File: src/rtl/awu_pkg.sv
package awu_pkg;
   localparam int unsigned DBG_VEC_W = 8;
   localparam logic [DBG_VEC_W-1:0] DBG_VEC_NUM = 8'd1;

   // position of the enable bit of slot k inside the control word
   function automatic int unsigned en_pos(input int unsigned k);
      return 2 * k;
   endfunction
endpackage

File: src/rtl/awu_slot.sv
module awu_slot #(
   parameter int unsigned ADDR_W = 32,
   parameter int unsigned SEL_W  = 3,
   parameter int unsigned IDX    = 0
) (
   input  logic              clk,
   input  logic              rst_n,
   input  logic              wr_en,
   input  logic [SEL_W-1:0]  wr_sel,
   input  logic [ADDR_W-1:0] wr_data,
   input  logic              lin_valid,
   input  logic [ADDR_W-1:0] lin_addr,
   output logic              hit
);
   localparam logic [SEL_W-1:0] MY_SEL = SEL_W'(IDX);

   logic [ADDR_W-1:0] bp_addr_q;

   always_ff @(posedge clk) begin
      if (!rst_n)
         bp_addr_q <= '0;
      else if (wr_en && (wr_sel == MY_SEL))
         bp_addr_q <= wr_data;
   end

   assign hit = lin_valid && (lin_addr == bp_addr_q);
endmodule

File: src/rtl/awu_status.sv
module awu_status #(
   parameter int unsigned NUM_SLOTS = 4,
   parameter int unsigned STAT_W    = 16,
   parameter int unsigned STEP_BIT  = 14,
   parameter bit          HAS_STEP  = 1'b1,
   parameter int unsigned SEL_W     = 3
) (
   input  logic                 clk,
   input  logic                 rst_n,
   input  logic [NUM_SLOTS-1:0] bp_set,
   input  logic                 step_set,
   input  logic                 wr_en,
   input  logic [SEL_W-1:0]     wr_sel,
   input  logic [STAT_W-1:0]    wr_data,
   output logic [STAT_W-1:0]    stat_q
);
   localparam logic [SEL_W-1:0]  STAT_SEL  = SEL_W'(NUM_SLOTS + 1);
   localparam logic [STAT_W-1:0] SLOT_MASK = STAT_W'((1 << NUM_SLOTS) - 1);
   localparam logic [STAT_W-1:0] STEP_MASK = HAS_STEP ? STAT_W'(1 << STEP_BIT) : '0;
   localparam logic [STAT_W-1:0] IMPL_MASK = SLOT_MASK | STEP_MASK;

   logic [STAT_W-1:0] set_vec;
   logic [STAT_W-1:0] base;
   logic              sw_wr;

   always_comb begin
      set_vec = STAT_W'(bp_set);
      if (step_set)
         set_vec = set_vec | STEP_MASK;
   end

   assign sw_wr = wr_en && (wr_sel == STAT_SEL);
   assign base  = sw_wr ? (wr_data & IMPL_MASK) : stat_q;

   always_ff @(posedge clk) begin
      if (!rst_n)
         stat_q <= '0;
      else
         stat_q <= base | set_vec;
   end


   sticky_bits_chk: assert property (@(posedge clk) disable iff (!rst_n)
      !sw_wr |=> ((stat_q & $past(stat_q)) == $past(stat_q)));


   set_all_chk: assert property (@(posedge clk) disable iff (!rst_n)
      (bp_set != '0) |=> ((stat_q[NUM_SLOTS-1:0] & $past(bp_set)) == $past(bp_set)));
endmodule

File: src/rtl/awu_trigger.sv
module awu_trigger (
   input  logic clk,
   input  logic rst_n,
   input  logic bp_ev,
   input  logic step_ev,
   output logic dbg_req
);
   always_ff @(posedge clk) begin
      if (!rst_n)
         dbg_req <= 1'b0;
      else
         dbg_req <= bp_ev | step_ev;
   end
endmodule

File: src/rtl/addr_watch_unit.sv
module addr_watch_unit #(
   parameter int unsigned ADDR_W    = 32,
   parameter int unsigned NUM_SLOTS = 4,
   parameter int unsigned STAT_W    = 16,
   parameter int unsigned STEP_BIT  = 14,
   parameter bit          HAS_STEP  = 1'b1,
   localparam int unsigned CTRL_W   = 2 * NUM_SLOTS,
   localparam int unsigned SEL_W    = $clog2(NUM_SLOTS + 2)
) (
   input  logic                          clk,
   input  logic                          rst_n,
   input  logic [ADDR_W-1:0]             lin_addr,
   input  logic                          lin_valid,
   input  logic                          retire_pulse,
   input  logic                          trace_flag,
   input  logic                          resume_flag,
   input  logic                          wr_en,
   input  logic [SEL_W-1:0]              wr_sel,
   input  logic [ADDR_W-1:0]             wr_data,
   output logic                          dbg_req,
   output logic [awu_pkg::DBG_VEC_W-1:0] dbg_vector,
   output logic [STAT_W-1:0]             stat_q,
   output logic [CTRL_W-1:0]             ctrl_q
);
   localparam logic [SEL_W-1:0] CTRL_SEL = SEL_W'(NUM_SLOTS);

   // elaboration-time parameter checks
   if (NUM_SLOTS < 1 || NUM_SLOTS > STEP_BIT) begin : g_bad_slots
      $error("NUM_SLOTS must lie between 1 and STEP_BIT");
   end
   if (STAT_W <= STEP_BIT) begin : g_bad_stat
      $error("STAT_W must exceed STEP_BIT");
   end
   if (ADDR_W < STAT_W || ADDR_W < CTRL_W) begin : g_bad_addr
      $error("ADDR_W must cover status and control widths");
   end

   logic [NUM_SLOTS-1:0] slot_hit;
   logic [NUM_SLOTS-1:0] slot_en;
   logic [NUM_SLOTS-1:0] bp_set;
   logic                 step_ev;

   // control register
   always_ff @(posedge clk) begin
      if (!rst_n)
         ctrl_q <= '0;
      else if (wr_en && (wr_sel == CTRL_SEL))
         ctrl_q <= wr_data[CTRL_W-1:0];
   end

   for (genvar k = 0; k < NUM_SLOTS; k++) begin : g_slot
      awu_slot #(
         .ADDR_W (ADDR_W),
         .SEL_W  (SEL_W),
         .IDX    (k)
      ) i_slot (
         .clk       (clk),
         .rst_n     (rst_n),
         .wr_en     (wr_en),
         .wr_sel    (wr_sel),
         .wr_data   (wr_data),
         .lin_valid (lin_valid),
         .lin_addr  (lin_addr),
         .hit       (slot_hit[k])
      );
      assign slot_en[k] = ctrl_q[awu_pkg::en_pos(k)];
   end

   assign bp_set = resume_flag ? '0 : (slot_hit & slot_en);

   if (HAS_STEP) begin : g_step
      assign step_ev = trace_flag && retire_pulse;


      step_req_chk: assert property (@(posedge clk) disable iff (!rst_n)
         (trace_flag && retire_pulse) |=> (dbg_req && stat_q[STEP_BIT]));
   end else begin : g_nostep
      assign step_ev = 1'b0;
   end

   awu_status #(
      .NUM_SLOTS (NUM_SLOTS),
      .STAT_W    (STAT_W),
      .STEP_BIT  (STEP_BIT),
      .HAS_STEP  (HAS_STEP),
      .SEL_W     (SEL_W)
   ) i_status (
      .clk      (clk),
      .rst_n    (rst_n),
      .bp_set   (bp_set),
      .step_set (step_ev),
      .wr_en    (wr_en),
      .wr_sel   (wr_sel),
      .wr_data  (wr_data[STAT_W-1:0]),
      .stat_q   (stat_q)
   );

   awu_trigger i_trigger (
      .clk     (clk),
      .rst_n   (rst_n),
      .bp_ev   (|bp_set),
      .step_ev (step_ev),
      .dbg_req (dbg_req)
   );

   assign dbg_vector = awu_pkg::DBG_VEC_NUM;


   bp_req_chk: assert property (@(posedge clk) disable iff (!rst_n)
      ((|(slot_hit & slot_en)) && !resume_flag) |=> dbg_req);


   resume_mask_chk: assert property (@(posedge clk) disable iff (!rst_n)
      (resume_flag && !(trace_flag && retire_pulse)) |=> !dbg_req);


   no_spurious_req_chk: assert property (@(posedge clk) disable iff (!rst_n)
      (!(|(slot_hit & slot_en)) && !(trace_flag && retire_pulse)) |=> !dbg_req);
endmodule

File: config.mk
export PLATFORM = sky130hd
export DESIGN_NAME = addr_watch_unit
export DESIGN_NICKNAME = d
export VERILOG_FILES = /design/src/rtl/awu_pkg.sv /design/src/rtl/awu_slot.sv /design/src/rtl/awu_status.sv /design/src/rtl/awu_trigger.sv /design/src/rtl/addr_watch_unit.sv
export SDC_FILE = /design/constraint.sdc
export NUM_CORES = 1
export LEC_CHECK = 0
export BUFFER_PORTS_ARGS = -buffer_cell sky130_fd_sc_hd__buf_2
export CORE_MARGIN = 1
export CORE_UTILIZATION = 40
export CTS_CLUSTER_SIZE = 8
export DETAILED_ROUTE_END_ITERATION = 12
export GPL_TIMING_DRIVEN = 0
export PLACE_DENSITY = 0.67
export SLEW_MARGIN = 25
export SYNTH_ARGS = -nofsm -noshare
export SYNTH_HDL_FRONTEND = slang
export SYNTH_HIERARCHICAL = 1
export SYNTH_SLANG_ARGS = --single-unit
File: constraint.sdc
create_clock -name clk -period 2.2 [get_ports clk]
set_clock_uncertainty 0.05 [all_clocks]
set_input_delay 0.66 -clock clk [delete_from_list [all_inputs] [get_ports clk]]
set_output_delay 0.66 -clock clk [all_outputs]
set_load 0.005 [all_outputs]
* Word-level counts from Yosys, hierarchy flattened *
Cells that the tools add are included.
W data, S select, Z words.

storage, ports and cells
  bits in registers = 153
  output and inout port bits = 33
  word-level logic and storage cells = 35

cells by class
  equality and inequality tests = 9
  mux-type cells = 3
  bitwise gates (word level) = 3
  reduce and logical (&&, ||, !) cells = 13

operators with widths
  operator              count
  $eq A32 B32 Y1        4
  $mux W16              1
  $or A16 B16 Y16       1
  $mux W15              1
  $logic_and A1 B1 Y1   11
  $eq A3 B2 Y1 const B  2
  $eq A3 B3 Y1 const B  2
  $and A4 B4 Y4         1
  $mux W4               1
  $reduce_or A4 Y1      1
  $eq A3 B1 Y1 const B  1
  $logic_not A3 Y1      1
  $or A1 B1 Y1          1

* Longest topological paths before layout *
  word-level depth = 6
  mapped depth = 7

* Modules after synthesis *
Netlist, hierarchy kept.

by module, submodules not included
  module                            times used  cells each  area each (um^2)  seq. area each (um^2)
  awu_slot at g_slot[1].i_slot ...  2           185         1566.5            640.6
  awu_slot at g_slot[0].i_slot      1           184         1561.5            640.6
  awu_slot at g_slot[3].i_slot      1           184         1555.2            640.6
  addr_watch_unit                   1           52          444.2             160.2
  awu_status                        1           29          286.5             100.1
  awu_trigger                       1           2           27.5              20.0

* Worst setup path before layout *
Ideal clock, no wire load.

  path type = input port to flip-flop
  start point = in lin_addr[27]
  end point = reg i_trigger.dbg_req
  setup time = 0.115 ns
  arrival time = 1.833 ns
  required time = 2.035 ns
  setup slack = 0.202 ns
  cell stages on the path = 7
  path buffers = 0
  cells stage by stage = xor2_1 > nor4_1 > nand4_1 > nor3_2 > and3b_2 > or4_1 > o21a_1

between the ends
  longest elaborated chain between the ends = 6

ends and longest elaborated chain
  element                line                    RTL
  from (decl)            addr_watch_unit.sv:12   input logic [ADDR_W-1:0] lin_addr,
  $eq A32 B32 Y1         awu_slot.sv:26          assign hit = lin_valid && (lin_addr == bp_addr_q);
  $logic_and A1 B1 Y1    awu_slot.sv:26
  named net slot_hit[1]  addr_watch_unit.sv:38   logic [NUM_SLOTS-1:0] slot_hit;
  $and A4 B4 Y4          addr_watch_unit.sv:69   assign bp_set = resume_flag ? '0 : (slot_hit & slot_en);
  $mux W4                addr_watch_unit.sv:69
  named net bp_set[1]    addr_watch_unit.sv:40   logic [NUM_SLOTS-1:0] bp_set;
  $reduce_or A4 Y1       addr_watch_unit.sv:101  .bp_ev (|bp_set),
  $or A1 B1 Y1           awu_trigger.sv:12       dbg_req <= bp_ev | step_ev;
  to (signal assigned)   awu_trigger.sv:12
  to (decl)              awu_trigger.sv:6        output logic dbg_req

The timed path passes the listed nets, and every way through them passes these cells.
A chain may end at the register's enable or synchronous reset.

* Worst setup path after layout *
  start point = in lin_addr[0]
  end point = reg i_trigger.dbg_req

The elaborated chain is that of the path after synthesis.

==> flow_metrics.tcl <==
set metrics [dict create \
    yosysSeqAreaShare 0.406 \
    hold_viol_final 0 \
    die_height_um 134 \
    endpoint_kind "flip-flop" \
    drv_cap 0 \
    core_um2 17200 \
    power_density_nw_per_um2 754 \
    grt.total_usage 0.226 \
    grt_max_degree 28 \
    cp_top_family "simple AND/OR/NAND/NOR gates" \
    syn-instance-count 821 \
    regToRegEndpoint "i_trigger/dbg_req" \
    post_drt_via_cell_ratio 4.98 \
    clk_latency_ns 0.42 \
    drt_first_pass_iters 5 \
    drt_iter0_drc 372 \
    wl_per_cell_um 16.6 \
    min-delay-start "ctrl_q[3]" \
    rows 48 \
    cts_max_level 4 \
    nNetsFinal 1017 \
    maxSlewHeadroom 0.440 \
    drive_gt1_frac 0.186 \
    ant_nets 0 \
    first_global_vias 5449 \
    num_antenna_cells 0 \
    vias 5886 \
    cts_buffers 17 \
    yosysUniqueCellTypes 31 \
    crit_chain "buf_2, xor2_1, nor4_1, nand4_1, nor3_1, and3b_2, or4_1, o21a_1" \
    syn_area_um2 7010 \
    place_area_um2 7780 \
    synth_compound_area_frac 0.145 \
    synth_top_family_by_area "simple AND/OR/NAND/NOR gates" \
    cts.path.max_buffers 2 \
    grt_overflow_total 0 \
    critPathMaxStageDelay_ns 0.50 \
    crit_buf_inv 1 \
    holdPathStages 2 \
    die-width_um 134 \
    fmax_mhz 467 \
    path_class "in -> reg" \
    stdcell_count 1181 \
    gp_congestion 0.852 \
    cts_hold_buf 0 \
    r2r_setup_slack_ns 0.10 \
    io_buffers 87 \
    outcome "finished, final reports clean" \
    die_area_um2 18100 \
    worstPathMaxFanout 4 \
    r2r_start "g_slot[0].i_slot/bp_addr_q[6]" \
    drc 0 \
    tightest_slew_ns 0.838 \
    grt_pass1_wl_um 30300 \
    synth-simple-area-share 0.217 \
    synth_fa_ha_area_frac 0 \
    reg2reg_depth 7 \
    holdPathEnd "ctrl_q[3]" \
    muxShareOfSynthArea 0.0114 \
    fill_cells 1705 \
    hp-class "reg -> reg" \
    setup_viol 0 \
    dp.final_hpwl_um 14600 \
    synth_xor_area_frac 0.160 \
    dp_cells 1149 \
    cp_data_required_time_ns 2.52 \
    ir_drop_uv 564 \
    antenna_found_initial 0 \
    clkSinkCount 142 \
    finalWirelength_um 19600 \
    start_util 0.408 \
    rsz0062_at_grt "false" \
    fin_area_um2 8440 \
    p_leak_nw 3.57 \
    period_minus_slack_ns 2.14 \
    tritoncts "done" \
    clk_pin_slew_ns 0.06 \
    io_pins 107 \
    cts-root-buf "clkbuf_16" \
    syn_area_per_cell_um2 8.54 \
    synthToLayoutAreaGrowth_pct 20.4 \
    crit_path_start_kind "primary input" \
    ys_ff_latch 142 \
    ys_warn_count 6 \
    critical_path.slowest_cell "nor4_1" \
    arrival_ns 2.46 \
    drv_slew 0 \
    p_total_w 0.00636 \
    fin_crit_sh 0.974 \
]
per-stage QoR:
step	hold WS, ns	worst slack [ns]	TNS [ns]	util
final	0.408	0.0569	0	0.491
after CTS	0.409	0.0449	0	0.491
after floorplan	0.397	0.202	0	-
after detailed placement	0.399	-0.391	-3.14	0.453
after global routing	0.432	0.0140	0	0.491
after global placement	0.395	-0.426	-2.28	0.453
metal layers:
layer	vias up	routed length, µm	track usage	part of all wire
met5	-	0	0	0
met4	0	407	0.0793	0.021
met3	30	967	0.0472	0.049
met2	154	9180	0.364	0.47
met1	2776	9090	0.297	0.46
li1	2926	-	-	-
repair_timing:
action                     CTS  global route
gates resized for setup      0             2
setup endpoints to repair    0             3
buffers inserted             0             0
sequential cells by signal, summed over array words and instances (netlist names):
| register | cells |
|---|---|
| ctrl_q | 8 |
| i_status/stat_q | 5 |
| g_slot.i_slot/bp_addr_q | 128 |
| i_trigger/dbg_req | 1 |
area by class of cell:
class	count	area [µm²]	share of cell area
multi-input cells	631	3820	0.453
flip-flops and latches	142	2840	0.337
clock buffers	21	480	0.0569
repair buffers	87	435	0.0516
plain buffers	64	414	0.0491
well taps	225	282	0.0334
clock inverters	11	161	0.0191
tightest hold or removal path: stages, from the launching register on:
cell     delay [ns]
dfxtp_1        0.31
nand2_1        0.05
mux2i_1        0.05
cell usage in the layout (no fill, tap or decap), drive strengths merged:
cell type | netlist | routed
nand2 | 272 | 272
dfxtp | 142 | 142
buf | 50 | 137
a21boi | 128 | 128
xor2 | 124 | 124
clkbuf | 14 | 35
nor4 | 28 | 28
conb | 3 | 19
mux2i | 8 | 8
nand3 | 8 | 8
nor3 | 8 | 8
clkinv | 0 | 6
or3 | 5 | 5
o311a | 5 | 5
bufinv | 0 | 4
nand4 | 4 | 4
xnor2 | 4 | 4
and3b | 4 | 4
and4bb | 2 | 2
nand4bb | 2 | 2
and4b | 2 | 2
nand4b | 2 | 2
or4 | 1 | 1
and2 | 1 | 1
nor4bb | 1 | 1
clkinvlp | 0 | 1
nor4b | 1 | 1
or4b | 1 | 1
o21a | 1 | 1
kinds of logic after synthesis:
logic type | count (synthesis)
AND/OR/NAND/NOR | 342
flip-flops | 142
AO/OA/AOI/OAI | 134
XOR/XNOR | 128
buffers and inverters | 64
multiplexers | 8
other | 3
worst max-delay path by stage:
stage,startpoint,to,slack (ns),depth (start not counted)
after global placement,lin_addr[27],i_status/stat_q[0],-0.43,8
final,lin_addr[0],i_trigger/dbg_req,0.06,8
after floorplan,lin_addr[27],i_trigger/dbg_req,0.20,7
after CTS,lin_addr[27],i_trigger/dbg_req,0.04,8
after global routing,lin_addr[0],i_trigger/dbg_req,0.01,8
after detailed placement,lin_addr[27],i_status/stat_q[0],-0.39,8
report_power, final:
part	total, W	internal (W)	leakage [nW]	switching [W]
logic	0.000581	0.000246	2.10	0.000335
registers	0.00267	0.00263	1.15	0.0000423
clock network	0.00311	0.00201	0.319	0.00110
cells in the mapped netlist, drive strengths merged:
library cell  number  area share
mux2i              8       0.011
nor3               8      0.0079
or4                1      0.0011
or3                5      0.0045
xnor2              4      0.0050
and4b              2      0.0029
nor4b              1      0.0021
or4b               1      0.0014
nand4bb            2      0.0032
clkbuf            14      0.0075
a21boi           128        0.14
buf               50       0.052
nand4              4      0.0036
o21a               1      0.0011
conb               3      0.0016
o311a              5      0.0071
and4bb             2      0.0036
xor2             124        0.15
nand4b             2      0.0025
nand2            272        0.15
and2               1     0.00089
and3b              4      0.0055
nand3              8      0.0057
nor4              28       0.025
dfxtp            142        0.41
nor4bb             1      0.0014
Power figures use the tool's default switching activity.
